<file path="config.mk">
export PLATFORM = sky130hd
export DESIGN_NAME = irq_ctrl_reg
export DESIGN_NICKNAME = d
export VERILOG_FILES = /design/src/rtl/irq_ctrl_pkg.sv /design/src/rtl/irq_event_detect.sv /design/src/rtl/irq_flag_bank.sv /design/src/rtl/irq_request_gate.sv /design/src/rtl/irq_ctrl_reg.sv
export SDC_FILE = /design/constraint.sdc
export NUM_CORES = 1
export LEC_CHECK = 0
export BUFFER_PORTS_ARGS = -buffer_cell sky130_fd_sc_hd__buf_2
export CAP_MARGIN = 15
export CORE_UTILIZATION = 47
export CTS_BUF_LIST = sky130_fd_sc_hd__clkbuf_2 sky130_fd_sc_hd__clkbuf_4 sky130_fd_sc_hd__clkbuf_8
export DETAILED_ROUTE_END_ITERATION = 7
export HOLD_SLACK_MARGIN = 0.06
export PLACE_DENSITY = 0.83
export RECOVER_POWER = 100
export SYNTH_ARGS = -nofsm -noshare
export SYNTH_HDL_FRONTEND = slang
export SYNTH_SLANG_ARGS = --single-unit
export TNS_END_PERCENT = 20
</file>
<file path="constraint.sdc">
create_clock -name clk -period 2.55 [get_ports clk]
set_input_delay 0.255 -clock clk [delete_from_list [all_inputs] [get_ports clk]]
set_output_delay 0.255 -clock clk [all_outputs]
set_load 0.02 [all_outputs]
</file>
<file path="src/rtl/irq_ctrl_pkg.sv">
package irq_ctrl_pkg;
  typedef struct packed {
    logic glb_en;
    logic per_en;
    logic tmr_en;
    logic pin_en;
    logic port_en;
    logic tmr_flag;
    logic pin_flag;
    logic port_flag;
  } icr_t;

  localparam int unsigned ICR_W = $bits(icr_t);
endpackage

</file>
<file path="src/rtl/irq_event_detect.sv">
module irq_event_detect #(
  parameter int unsigned PORT_W = 6
) (
  input  logic              clk,
  input  logic              rst_n,
  input  logic              tmr_wrap,
  input  logic              ext_pin,
  input  logic [PORT_W-1:0] port_pins,
  input  logic [PORT_W-1:0] port_chg_mask,
  output logic              ev_tmr,
  output logic              ev_pin,
  output logic              ev_port
);
  logic              primed_q;
  logic              ext_q;
  logic [PORT_W-1:0] port_q;
  logic [PORT_W-1:0] diff;

  always_ff @(posedge clk or negedge rst_n) begin
    if (!rst_n) begin
      primed_q <= 1'b0;
      ext_q    <= 1'b0;
      port_q   <= '0;
    end else begin
      primed_q <= 1'b1;
      ext_q    <= ext_pin;
      port_q   <= port_pins;
    end
  end

  genvar g;
  generate
    for (g = 0; g < PORT_W; g++) begin : g_pin
      assign diff[g] = (port_pins[g] ^ port_q[g]) & port_chg_mask[g];
    end
  endgenerate

  assign ev_tmr  = tmr_wrap;
  assign ev_pin  = primed_q & ext_pin & ~ext_q;
  assign ev_port = primed_q & (|diff);

  // directly after reset no edge or change is reported
  a_r10_first_sample: assert property (@(posedge clk) disable iff (!rst_n)
    $rose(primed_q) |-> $past(!ev_pin && !ev_port));
endmodule

</file>
<file path="src/rtl/irq_flag_bank.sv">
module irq_flag_bank
  import irq_ctrl_pkg::*;
(
  input  logic             clk,
  input  logic             rst_n,
  input  logic             wr_en,
  input  logic [ICR_W-1:0] wr_data,
  input  logic             ev_tmr,
  input  logic             ev_pin,
  input  logic             ev_port,
  output icr_t             icr
);
  icr_t base;
  icr_t nxt;

  always_comb begin
    base = wr_en ? icr_t'(wr_data) : icr;
    nxt  = base;
    nxt.tmr_flag  = base.tmr_flag  | ev_tmr;
    nxt.pin_flag  = base.pin_flag  | ev_pin;
    nxt.port_flag = base.port_flag | ev_port;
  end

  always_ff @(posedge clk or negedge rst_n) begin
    if (!rst_n) icr <= '0;
    else        icr <= nxt;
  end

  // timer event always leaves its flag set
  a_r3_tmr_sets: assert property (@(posedge clk) disable iff (!rst_n)
    ev_tmr |=> icr.tmr_flag);

  a_r4_pin_sets: assert property (@(posedge clk) disable iff (!rst_n)
    ev_pin |=> icr.pin_flag);

  a_r5_port_sets: assert property (@(posedge clk) disable iff (!rst_n)
    ev_port |=> icr.port_flag);
  // no write means no bit is lost and enables hold
  a_r6_sticky: assert property (@(posedge clk) disable iff (!rst_n)
    !wr_en |=> ((icr[2:0] & $past(icr[2:0])) == $past(icr[2:0])) && $stable(icr[7:3]));
  // quiet write loads the value
  a_r2_write: assert property (@(posedge clk) disable iff (!rst_n)
    (wr_en && !ev_tmr && !ev_pin && !ev_port) |=> icr == $past(wr_data));
endmodule

</file>
<file path="src/rtl/irq_request_gate.sv">
module irq_request_gate
  import irq_ctrl_pkg::*;
(
  input  icr_t icr,
  input  logic periph_req,
  output logic irq
);
  logic local_any;
  logic periph_ok;

  always_comb begin
    local_any = (icr.tmr_en & icr.tmr_flag) | (icr.pin_en & icr.pin_flag)
              | (icr.port_en & icr.port_flag);
    periph_ok = icr.per_en & periph_req;
    irq       = icr.glb_en & (local_any | periph_ok);
  end
endmodule

</file>
<file path="src/rtl/irq_ctrl_reg.sv">
module irq_ctrl_reg
  import irq_ctrl_pkg::*;
#(
  parameter int unsigned PORT_W = 6
) (
  input  logic              clk,
  input  logic              rst_n,
  input  logic              wr_en,
  input  logic [7:0]        wr_data,
  output logic [7:0]        rd_data,
  input  logic              tmr_wrap,
  input  logic              ext_pin,
  input  logic [PORT_W-1:0] port_pins,
  input  logic [PORT_W-1:0] port_chg_mask,
  input  logic              periph_req,
  output logic              irq
);
  logic ev_tmr, ev_pin, ev_port;
  icr_t icr;

  irq_event_detect #(.PORT_W(PORT_W)) u_detect (
    .clk(clk), .rst_n(rst_n), .tmr_wrap(tmr_wrap), .ext_pin(ext_pin),
    .port_pins(port_pins), .port_chg_mask(port_chg_mask),
    .ev_tmr(ev_tmr), .ev_pin(ev_pin), .ev_port(ev_port)
  );

  irq_flag_bank u_flags (
    .clk(clk), .rst_n(rst_n), .wr_en(wr_en), .wr_data(wr_data),
    .ev_tmr(ev_tmr), .ev_pin(ev_pin), .ev_port(ev_port), .icr(icr)
  );

  irq_request_gate u_gate (
    .icr(icr), .periph_req(periph_req), .irq(irq)
  );

  assign rd_data = icr;

  // global enable off keeps the request low
  a_r8_global_off: assert property (@(posedge clk) disable iff (!rst_n)
    !rd_data[7] |-> !irq);
  // peripheral masked and no local source leaves request low
  a_r9_periph_mask: assert property (@(posedge clk) disable iff (!rst_n)
    (!rd_data[6] && ((rd_data[5:3] & rd_data[2:0]) == 3'b000)) |-> !irq);
endmodule

</file>
# Word-level counts from Yosys, hierarchy flattened
# Index checks and enable logic that the tools add are counted.
[totals]
regBits = 16
inputBits = 26
output_inout_bits = 9
elab_cells = 40
[op_classes]
mux = 1
n_bitwise = 27
n_reduce_logical = 1
[ops]
columns = ["operator", "count"]
rows = [
  ["$and A1 B1 Y1", 14],
  ["$or A1 B1 Y1", 6],
  ["$reduce_or A6 Y1", 1],
  ["$xor A1 B1 Y1", 6],
  ["$mux W3", 1],
  ["$not A1 Y1", 1],
]

# Longest topological paths before layout
[logic_depth]
depth_word = 5
mapped_depth = 4
depth_no_buf = 4

# Modules after synthesis
# From an unflattened synthesis, not the netlist that was laid out.
[unflattened]
cells_unflattened = 46
hier_area_um2 = 664.4
[modules_own_cells]
columns = ["module", "n_inst", "cells_per_inst", "area_per_inst_um2", "seq_area_each_um2"]
rows = [
  ["irq_flag_bank", 1, 20, 337.8, 200.2],
  ["irq_event_detect", 1, 23, 304.0, 200.2],
  ["irq_request_gate", 1, 3, 22.5, 0.0],
]

# Worst setup path after synthesis
# Ideal clock, no wire load.
[synth_path]
path_type = "reg2out"
startpoint = "register u_flags.icr[5] (netlist name)"
endpoint = "output port irq"
arrival_ns = 1.086
t_required_ns = 2.295
path_slack_ns = 1.209
path_stages_with_launch = 3
path_buffers = 0
cell_sequence = "dfrtp_1 a22oi_1 a21boi_0"
[synth_via]
elab_chain_len = 5
[synth_rtl]
columns = ["element", "line", "source"]
rows = [
  ["$and A1 B1 Y1", "irq_request_gate.sv:12", "local_any = (icr.tmr_en & icr.tmr_flag) | (icr.pin_en & icr.pin_flag)"],
  ["$or A1 B1 Y1", "irq_request_gate.sv:12", ""],
  ["$or A1 B1 Y1", "irq_request_gate.sv:13", "| (icr.port_en & icr.port_flag);"],
  ["$or A1 B1 Y1", "irq_request_gate.sv:15", "irq = icr.glb_en & (local_any | periph_ok);"],
  ["$and A1 B1 Y1", "irq_request_gate.sv:15", ""],
  ["end, declared", "irq_ctrl_reg.sv:16", "output logic irq"],
]
# Every way passes these cells.

# Worst setup path in the final report
[layout_path]
startpoint = "register u_flags.icr[0] (netlist name)"
endpoint = "output port irq"
[layout_via]
elab_chain_len = 4
[layout_rtl]
columns = ["element", "line"]
rows = [
  ["$and A1 B1 Y1", "irq_request_gate.sv:13"],
  ["$or A1 B1 Y1", "irq_request_gate.sv:13"],
  ["$or A1 B1 Y1", "irq_request_gate.sv:15"],
  ["$and A1 B1 Y1", "irq_request_gate.sv:15"],
]
# Every way passes these cells.

==> metrics.yaml <==
power_and_ir_drop:
  ir_drop_uv: 385.1
  seq_power_share_pct: 53.4
  power_switching_uw: 132.7
  intPower_uw: 399.8
  p_clk_share_pct: 29.8
  p_leak_uw: 0.0003881
  swShare_pct: 24.92
  pwr-share-comb_pct: 16.8
  p_per_area_nw_per_um2: 640.9
worst_setup_path:
  r2r-start: "u_detect.port_q[5]$_DFF_PN0_"
  worstReg2RegEnd: "u_flags.icr[0]$_DFF_PN0_"
  max_stage_delay_ns: 0.38
  crit_family: "flip-flops"
  arrival_ns: 1.16
  r2r_cells: 4
  cp_max_fo: 3
  path_buf_inv: 1
  worstSetupPathType: "flop to output port"
  cp_slowest_cell: "dfrtp_1"
  required_ns: 2.30
  start_kind: "flop"
  end_kind: "output port"
  r2r_slack_ns: 1.27
  crit_chain: "a22oi_1 -> a21boi_0 -> clkbuf_1"
synth:
  synthAdderAreaFrac_pct: 0
  ys_types: 14
  synth_top_family_by_area: "multiplexers"
  synthMuxAreaShare_pct: 10.69
  synth_cells: 43
  syn_area_sq_um: 620.6
  synthesis.nets: 69
  ys_warn_count: 0
  synth_compound_area_share_pct: 10.28
  seq_area_frac_synth_pct: 64.52
  syn_area_per_cell_sq_um: 14.43
  synthSimpleGateAreaFrac_pct: 4.637
  synthXorXnorAreaFrac_pct: 8.468
  synth-seq-cells: 16
finish:
  fillers: 87
  register_area_sq_um: 400.4
  drive_gt1_share_pct: 34.57
  multi_input_area_sq_um: 215.2
  syn2layout_area_growth_pct: 33.87
  nets: 108
  design_area_sq_um: 830.8
  antenna_cells: 0
timing:
  rsz0062_at_grt: "no"
  timing.final.max_slew_violations: 0
  finalHoldViolations: 0
  fmax_ghz: 0.7089
  worst_pin_slew_ns: 0.8036
  slew_headroom_pct: 46.43
  setup_viol: 0
  skew_ns: 0.0001535
  finalSetupTns_ns: 0
  period_minus_slack_ns: 1.411
  fin_crit_sh_pct: 55.32
route:
  drt-pass1-iter-count: 4
  drtIter0Drc: 2
  drc: 0
  num_vias: 470
  routed_via_density: 4.947
  wl_per_cell_um: 11.18
  final_antenna_net_count: 0
  totalWireLength_um: 1062
worst_hold_path:
  min_to: "u_detect.ext_q$_DFF_PN0_"
  hold_path_class: "primary input to flop"
  hp-start: "ext_pin"
  min_path_cells: 1
global_route:
  overflow: 0
  grt_pass1_vias: 422
  grt_pass1_wl_um: 1593
  grt_max_degree: 17
  antenna_found_initial: 0
  track_usage_pct: 15.89
run_status:
  status: "completed"
cts:
  cts_hold_buf: 1
  cts.clk_slew.worst_paths_ns: 0.09
  post_cts_buffers: 0
  ctsHtreeMaxLevel: 1
  numCtsBuffers: 3
  cts.repair.resized: 0
  clock_latency_ns: 0.27
  cts.sinks: 16
  cts_buffer_depth: 2
  cts_tree: "built"
  cts-root-buf: "clkbuf_4"
floorplan:
  fp-row-count: 12
  start_util_pct: 52.99
  die_w_um: 38.34
  die-area_sq_um: 1470
  die_h_um: 38.34
  core-area_sq_um: 1171
  io_pins: 35
placed_design:
  place_congestion: 0.6706
  dpl-instance-area_sq_um: 803.3
  hpwl_um: 840.5
  portBuffers: 34
run:
  cap_violations: 0
-- cells in the final DEF, fill, tap and decap left out, types with 2 or more instances in the layout --
cell      instances
a22oi_1           5
buf_2            19
clkbuf_1         15
clkbuf_4          3
dfrtp_1          16
mux2_2            5
nor2b_1           2
xor2_1            6
-- cell families (layout without fill, tap and decap cells) --
| kind of cell | count (synthesis) | in the layout |
|---|---|---|
| DFF | 16 | 16 |
| AOI/OAI and AO/OA | 8 | 8 |
| xor gates and xnor gates | 6 | 6 |
| muxes | 6 | 6 |
| and+or+nand+nor | 5 | 5 |
| other | 1 | 1 |
| buffers and inverters | 1 | 39 |
-- synth_stat cells, drive strengths merged --
master	number	area [sq um]
a211o	1	8.760
a21boi	1	7.510
a221o	1	10.01
a22oi	5	37.54
buf	1	5.000
conb	1	3.750
dfrtp	16	400.4
mux2	5	56.30
mux2i	1	10.01
nand2	1	3.750
nand3	1	5.000
nand3b	1	7.510
nor2b	2	12.51
xor2	6	52.55
-- worst reg2reg max path, cell delays in order (launching register included) --
cell,delay [ns]
dfrtp_1,0.38
xor2_1,0.16
a22oi_1,0.20
nand3_1,0.10
a221o_1,0.32
-- area by class of cell --
class                   instances  share of cell area [%]
well taps                      14                   2.108
flip-flops and latches         16                   48.19
clock buffers                   4                   4.367
multi-input cells              26                   25.90
repair buffers                 35                   19.43
-- worst max-delay path by stage --
stage                          endpoint  slack (ns)                          from  cells after the start
5_1_grt                             irq        1.05      u_flags.icr[0]$_DFF_PN0_                      3
2_1_floorplan                       irq        1.21    u_flags.icr[5]$_DFFE_PN0P_                      2
3_3_place_gp   u_flags.icr[0]$_DFF_PN0_        1.32  u_detect.port_q[4]$_DFF_PN0_                      4
4_1_cts                             irq        1.16      u_flags.icr[0]$_DFF_PN0_                      3
6_report                            irq        1.14      u_flags.icr[0]$_DFF_PN0_                      3
3_5_place_dp   u_flags.icr[0]$_DFF_PN0_        1.29  u_detect.port_q[5]$_DFF_PN0_                      4
-- flip-flops by register name, summed over array words and instances, names as in the netlist --
signal             flops
u_detect.ext_q         1
u_detect.primed_q      1
u_detect.port_q        6
u_flags.icr            8
-- power groups by stage --
stage | clock network [uW] | registers [uW] | logic, uW
global route | 180 | 287 | 97.5
finish | 159 | 284 | 89.5
global placement | 0 | 288 | 93.0
detailed placement | 0 | 289 | 94.4
floorplan | 0 | 303 | 34.9
CTS | 165 | 284 | 95.7
-- routing by layer --
metal | up-vias | track usage (%) | part of all wire [%]
li1 | 229 | - | -
met1 | 208 | 18.43 | 43
met2 | 33 | 28.39 | 45
met3 | 0 | 2.326 | 12
met4 | 0 | 7.759 | 0
met5 | - | 0 | 0
-- stage by stage --
step / instances / total power (uW) / hold WS [ns] / worst slack (ns) / util [%]
2_1_floorplan: 43 / 338.4 / -0.04059 / 1.209 / -
3_3_place_gp: 90 / 380.7 / 0.1741 / 1.324 / 68.59
5_1_grt: 95 / 563.8 / 0.07506 / 1.047 / 70.94
6_report: 95 / 532.5 / 0.09578 / 1.139 / 70.94
4_1_cts: 95 / 544.3 / 0.08846 / 1.158 / 72.54
3_5_place_dp: 90 / 383.2 / 0.1760 / 1.293 / 68.59
(Power assumes the default switching activity.)
